[src/rtl/codec_ctl_pkg.sv]
package codec_ctl_pkg;

    localparam int DATA_W     = 32;
    localparam int BE_W       = DATA_W / 8;
    localparam int NUM_SLOTS  = 4;
    localparam int SLOT_W     = $clog2(NUM_SLOTS);
    localparam int GO_BIT     = 0;
    localparam int DIR_BIT    = 1;

    typedef enum logic [SLOT_W-1:0] {
        SLOT_CMD   = 2'd0,
        SLOT_CREG  = 2'd1,
        SLOT_TXD   = 2'd2,
        SLOT_RXD   = 2'd3
    } slot_e;

    typedef struct packed {
        logic  hit;
        slot_e slot;
    } sel_t;

    typedef struct packed {
        logic go;
        logic to_codec;
    } cmd_t;

    function automatic logic word_access(input logic [BE_W-1:0] be,
                                         input logic [1:0] low_addr);
        return (&be) && (low_addr == 2'b00);
    endfunction

    function automatic logic [DATA_W-1:0] strip_go(input logic [DATA_W-1:0] v);
        logic [DATA_W-1:0] r;
        r = v;
        r[GO_BIT] = 1'b0;
        return r;
    endfunction

endpackage

[src/rtl/codec_ctl_decode.sv]
module codec_ctl_decode
    import codec_ctl_pkg::*;
#(
    parameter int ADDR_W = 6
) (
    input  logic [ADDR_W-1:0] addr,
    input  logic [BE_W-1:0]   be,
    output sel_t              sel
);
    localparam int IDX_W = ADDR_W - 2;

    logic [IDX_W-1:0] idx;

    always_comb begin
        idx      = addr[ADDR_W-1:2];
        sel.slot = slot_e'(idx[SLOT_W-1:0]);
        sel.hit  = word_access(be, addr[1:0]) && (idx < IDX_W'(NUM_SLOTS));
    end
endmodule

[src/rtl/codec_ctl_regfile.sv]
module codec_ctl_regfile
    import codec_ctl_pkg::*;
(
    input  logic                               clk,
    input  logic                               rst,
    input  logic                               we,
    input  sel_t                               sel,
    input  logic [DATA_W-1:0]                  wdata,
    output logic [NUM_SLOTS-1:0][DATA_W-1:0]   words
);
    for (genvar s = 0; s < NUM_SLOTS; s++) begin : g_word
        always_ff @(posedge clk) begin
            if (rst) begin
                words[s] <= '0;
            end else if (we && sel.hit && (sel.slot == slot_e'(s))) begin
                if (s == int'(SLOT_CMD))
                    words[s] <= strip_go(wdata);
                else
                    words[s] <= wdata;
            end
        end
    end


    cmd_word_go_clear_chk: assert property (@(posedge clk) disable iff (rst)
        (we && sel.hit && sel.slot == SLOT_CMD) |=>
            (words[SLOT_CMD][DATA_W-1:1] == $past(wdata[DATA_W-1:1])) && !words[SLOT_CMD][GO_BIT]);
endmodule

[src/rtl/codec_ctl_irq.sv]
module codec_ctl_irq
    import codec_ctl_pkg::*;
(
    input  logic clk,
    input  logic rst,
    input  logic fire,
    input  cmd_t cmd,
    output logic irq_wr_req,
    output logic irq_rd_rep
);
    always_ff @(posedge clk) begin
        if (rst) begin
            irq_wr_req <= 1'b0;
            irq_rd_rep <= 1'b0;
        end else begin
            irq_wr_req <= fire && cmd.go &&  cmd.to_codec;
            irq_rd_rep <= fire && cmd.go && !cmd.to_codec;
        end
    end


    irq_exclusive_chk: assert property (@(posedge clk) disable iff (rst)
        !(irq_wr_req && irq_rd_rep));


    no_pulse_without_go_chk: assert property (@(posedge clk) disable iff (rst)
        (fire && !cmd.go) |=> !irq_wr_req && !irq_rd_rep);
endmodule

[src/rtl/codec_regaccess.sv]
module codec_regaccess
    import codec_ctl_pkg::*;
#(
    parameter int ADDR_W = 6
) (
    input  logic              clk,
    input  logic              rst,
    input  logic [ADDR_W-1:0] bus_addr,
    input  logic [3:0]        bus_be,
    input  logic              bus_wr,
    input  logic              bus_rd,
    input  logic [31:0]       bus_wdata,
    output logic [31:0]       bus_rdata,
    output logic              irq_wr_req,
    output logic              irq_rd_rep
);
    sel_t                             sel;
    logic [NUM_SLOTS-1:0][DATA_W-1:0] words;
    logic                             cmd_write;
    cmd_t                             cmd;

    codec_ctl_decode #(.ADDR_W(ADDR_W)) u_dec (
        .addr (bus_addr),
        .be   (bus_be),
        .sel  (sel)
    );

    codec_ctl_regfile u_regs (
        .clk   (clk),
        .rst   (rst),
        .we    (bus_wr),
        .sel   (sel),
        .wdata (bus_wdata),
        .words (words)
    );

    always_comb begin
        cmd_write    = bus_wr && sel.hit && (sel.slot == SLOT_CMD);
        cmd.go       = bus_wdata[GO_BIT];
        cmd.to_codec = bus_wdata[DIR_BIT];
    end

    codec_ctl_irq u_irq (
        .clk        (clk),
        .rst        (rst),
        .fire       (cmd_write),
        .cmd        (cmd),
        .irq_wr_req (irq_wr_req),
        .irq_rd_rep (irq_rd_rep)
    );

    always_comb begin
        bus_rdata = '0;
        if (bus_rd && sel.hit)
            bus_rdata = words[sel.slot];
    end


    reset_quiet_chk: assert property (@(posedge clk)
        rst |=> !irq_wr_req && !irq_rd_rep);


    wr_req_source_chk: assert property (@(posedge clk) disable iff (rst)
        irq_wr_req |-> $past(bus_wr && (&bus_be) && bus_addr == '0 && bus_wdata[1:0] == 2'b11));


    rd_rep_source_chk: assert property (@(posedge clk) disable iff (rst)
        irq_rd_rep |-> $past(bus_wr && (&bus_be) && bus_addr == '0 && bus_wdata[1:0] == 2'b01));


    partial_read_zero_chk: assert property (@(posedge clk) disable iff (rst)
        (bus_rd && !(&bus_be)) |-> bus_rdata == '0);


    unmapped_write_stable_chk: assert property (@(posedge clk) disable iff (rst)
        (bus_wr && bus_addr[ADDR_W-1:2] >= (ADDR_W-2)'(NUM_SLOTS)) |=> $stable(words));
endmodule

[config.mk]
export PLATFORM = sky130hd
export DESIGN_NAME = codec_regaccess
export DESIGN_NICKNAME = d
export VERILOG_FILES = /design/src/rtl/codec_ctl_pkg.sv /design/src/rtl/codec_ctl_decode.sv /design/src/rtl/codec_ctl_regfile.sv /design/src/rtl/codec_ctl_irq.sv /design/src/rtl/codec_regaccess.sv
export SDC_FILE = /design/constraint.sdc
export NUM_CORES = 1
export LEC_CHECK = 0
export BUFFER_PORTS_ARGS = -buffer_cell sky130_fd_sc_hd__buf_2
export CORE_MARGIN = 2
export CORE_UTILIZATION = 45
export DETAILED_ROUTE_END_ITERATION = 8
export PLACE_DENSITY = 0.67
export SLEW_MARGIN = 20
export SYNTH_ARGS = -nofsm -noshare
export SYNTH_HDL_FRONTEND = slang
export SYNTH_SLANG_ARGS = --single-unit
[constraint.sdc]
create_clock -name clk -period 1.9 [get_ports clk]
set_clock_uncertainty 0.1 [all_clocks]
set_input_delay 0.38 -clock clk [delete_from_list [all_inputs] [get_ports clk]]
set_output_delay 0.38 -clock clk [all_outputs]
set_load 0.05 [all_outputs]
==> results.ini <==
[setup_path]
slowest_delay_ns = 0.47
cp_cell_sequence = mux4_2, nor2b_4, buf_6
crit_path_end_kind = output pin
crit_path_top_delay_cell = mux4_2
crit_fanout = 2
crit_type = register to output pin
path_delay_family = multiplexers
cp_num_buf_inv = 1
cp.required_ns = 1.42
rrSetupSlack_ns = 1.02
worstSetupStartpointType = register
worst_ep_arrival_time_ns = 1.50

[sta]
tns_ns = -1.65
worst_pin_slew_ns = 0.298
setup_viol = 31
setup_ws_ns = -0.0787
rsz0062_at_grt = yes
fin_crit_ns = 1.98
finalHoldViolCount = 0
slew_violations = 0
relSlewSlack_pct = 80.1
max_freq_mhz = 505
timing.hold.ws_ns = 0.0845
period_share_pct = 104

[synthesis]
synth_top_family_by_area = multiplexers
synth_top_area_share_pct = 41.7
synthArstFlopShare_pct = 0
yosys.area_share.simple_pct = 21.8
synth_compound_area_share_pct = 0.121
yosys-top-cells-count = nand2b_1 (159), dfxtp_1 (129), mux2i_1 (127)
yosys.area.top_type = dfxtp_1
syn_area_per_cell_um2 = 11.5
synth_xor_area_share_pct = 0
synth_seq_area_share_pct = 41.7
synthAdderAreaFrac_pct = 0
muxShareOfSynthArea_pct = 32.0
synth.area.top_cells = dfxtp_1 (42%), mux2i_1 (21%), nand2b_1 (16%)
synth_area_mm2 = 0.00619
syn_nets = 584
synth_cell_types = 20
synth-edff-count = 0
netlist_instances = 538
ys_seq_elements = 129
ys.warnings.count = 0
yosys_most_used_dff = dfxtp_1
synth_most_common_cell = nand2b_1

[routing]
drcViolationCount = 0
firstDrtPassIters = 4
ant_nets = 0
viasPerCell = 5.10
routed_wl_um = 13800
vias = 4149
drt_iter0_markers = 188
routedWlPerCell_um = 17.0

[job]
maxCapViolCount = 0

[final_layout]
drive_gt1_share_pct = 36.9
fin_util_pct = 60.5
fillers = 1077
seq_area_mm2 = 0.00261
area_growth_pct = 30.5
finalNonFillerCells = 813
n_antenna_cell = 0
nets = 672
multi_input_area_mm2 = 0.00360

[place]
numPortBuffers = 79
gp_congestion = 0.681
dp_slack_ns = -0.222
dp_cells = 776
place_hpwl_um = 8740

[clocking]
clock_path_buffers = 2
ctsRootBufferMaster = clkbuf_16
cts.sinks = 129
clk_latency_ns = 0.40
htree_num_levels = 4
cts_buffers = 17
cts_tree = done
path_clk_slew_ns = 0.05

[floorplanning]
start_util_pct = 46.4
io_pins = 80
core_area_mm2 = 0.0133
die_y_um = 121
die-area_mm2 = 0.0147
std_cell_rows = 42
die_w_um = 121

[global_routing]
overflow = 0
grtUsageTotal_pct = 20.2
grt_pass1_vias = 4506
grt_max_degree = 85
grt_pass1_wl_um = 22800
antenna_found_initial = 0

[power]
ir_drop_mv = 0.773
pwr_density_cell_mw_per_mm2 = 753
p_leak_uw = 0.00375

[min_path]
hp-class = primary input to register

[status]
violations = negative setup slack
status = finished with violations

[state kept, by name, indices dropped and copies added, names as in the netlist]
name / cells
u_irq.irq_rd_rep: 1
u_irq.irq_wr_req: 1
u_regs.words: 127
[area by class of cell]
cell class                      count  share of cell area [%]
Sequential cell                   129                    32.3
Clock buffer                       25                    6.25
Tap cell                          176                    2.72
Timing Repair Buffer              112                    13.5
Inverter                            1                  0.0464
Clock inverter                      5                   0.650
Multi-Input combinational cell    365                    44.5
[metal layers]
metal / global-route usage, % / part of all wire (%) / vias to the layer above / routed length, um
li1: - / - / 2021 / -
met3: 5.78 / 3.8 / 14 / 519
met4: 5.75 / 1.2 / 0 / 172
met1: 23.6 / 42 / 2043 / 5810
met5: 0 / 0 / - / 0
met2: 35.8 / 53 / 71 / 7280
[stage by stage]
stage,power (uW),instance area (um^2)
finish,6080,8080
global route,6300,8080
CTS,6140,8020
detailed placement,3080,7130
global placement,3070,7130
floorplan,2970,6530
[cell families after synthesis]
group | Yosys count
simple gates | 205
buf+inv | 44
mux | 159
flops | 129
compound gates | 1
[worst paths after layout]
kind / startpoint / endpoint / depth (start not counted)
min reg2reg: u_regs.words[61] / u_regs.words[61] / 2
max: u_regs.words[108] / bus_rdata[12] / 3
min: bus_wdata[1] / u_irq.irq_rd_rep / 2
max reg2reg: u_regs.words[115] / u_regs.words[115] / 4
[power breakdown]
group	internal (uW)	leakage, uW	switching, uW	total, uW
sequential	2710	0.00105	0.499	2710
clock	1950	0.000275	1090	3040
combinational	173	0.00243	159	332
total	4830	0.00375	1250	6080
[timing repair]
item / in CTS / in global routing
resized for setup: 84 / 25
hold buffers: 0 / 0
setup endpoints to repair: 32 / 32
pin swaps: 1 / 2
gates cloned: 2 / 0
setup buffers: 4 / 1
[placed cells by master, fill, tap and decap left out, drive strengths merged, types with 2 or more instances in the layout]
cell      n
nor2b    32
dfxtp   129
nor2      2
nor3      2
clkbuf   25
and4bb    2
clkinv    3
mux2i   127
nand4     5
mux4     31
nand2b  159
buf     112
No activity file was read; power rests on OpenSTA's default activity.
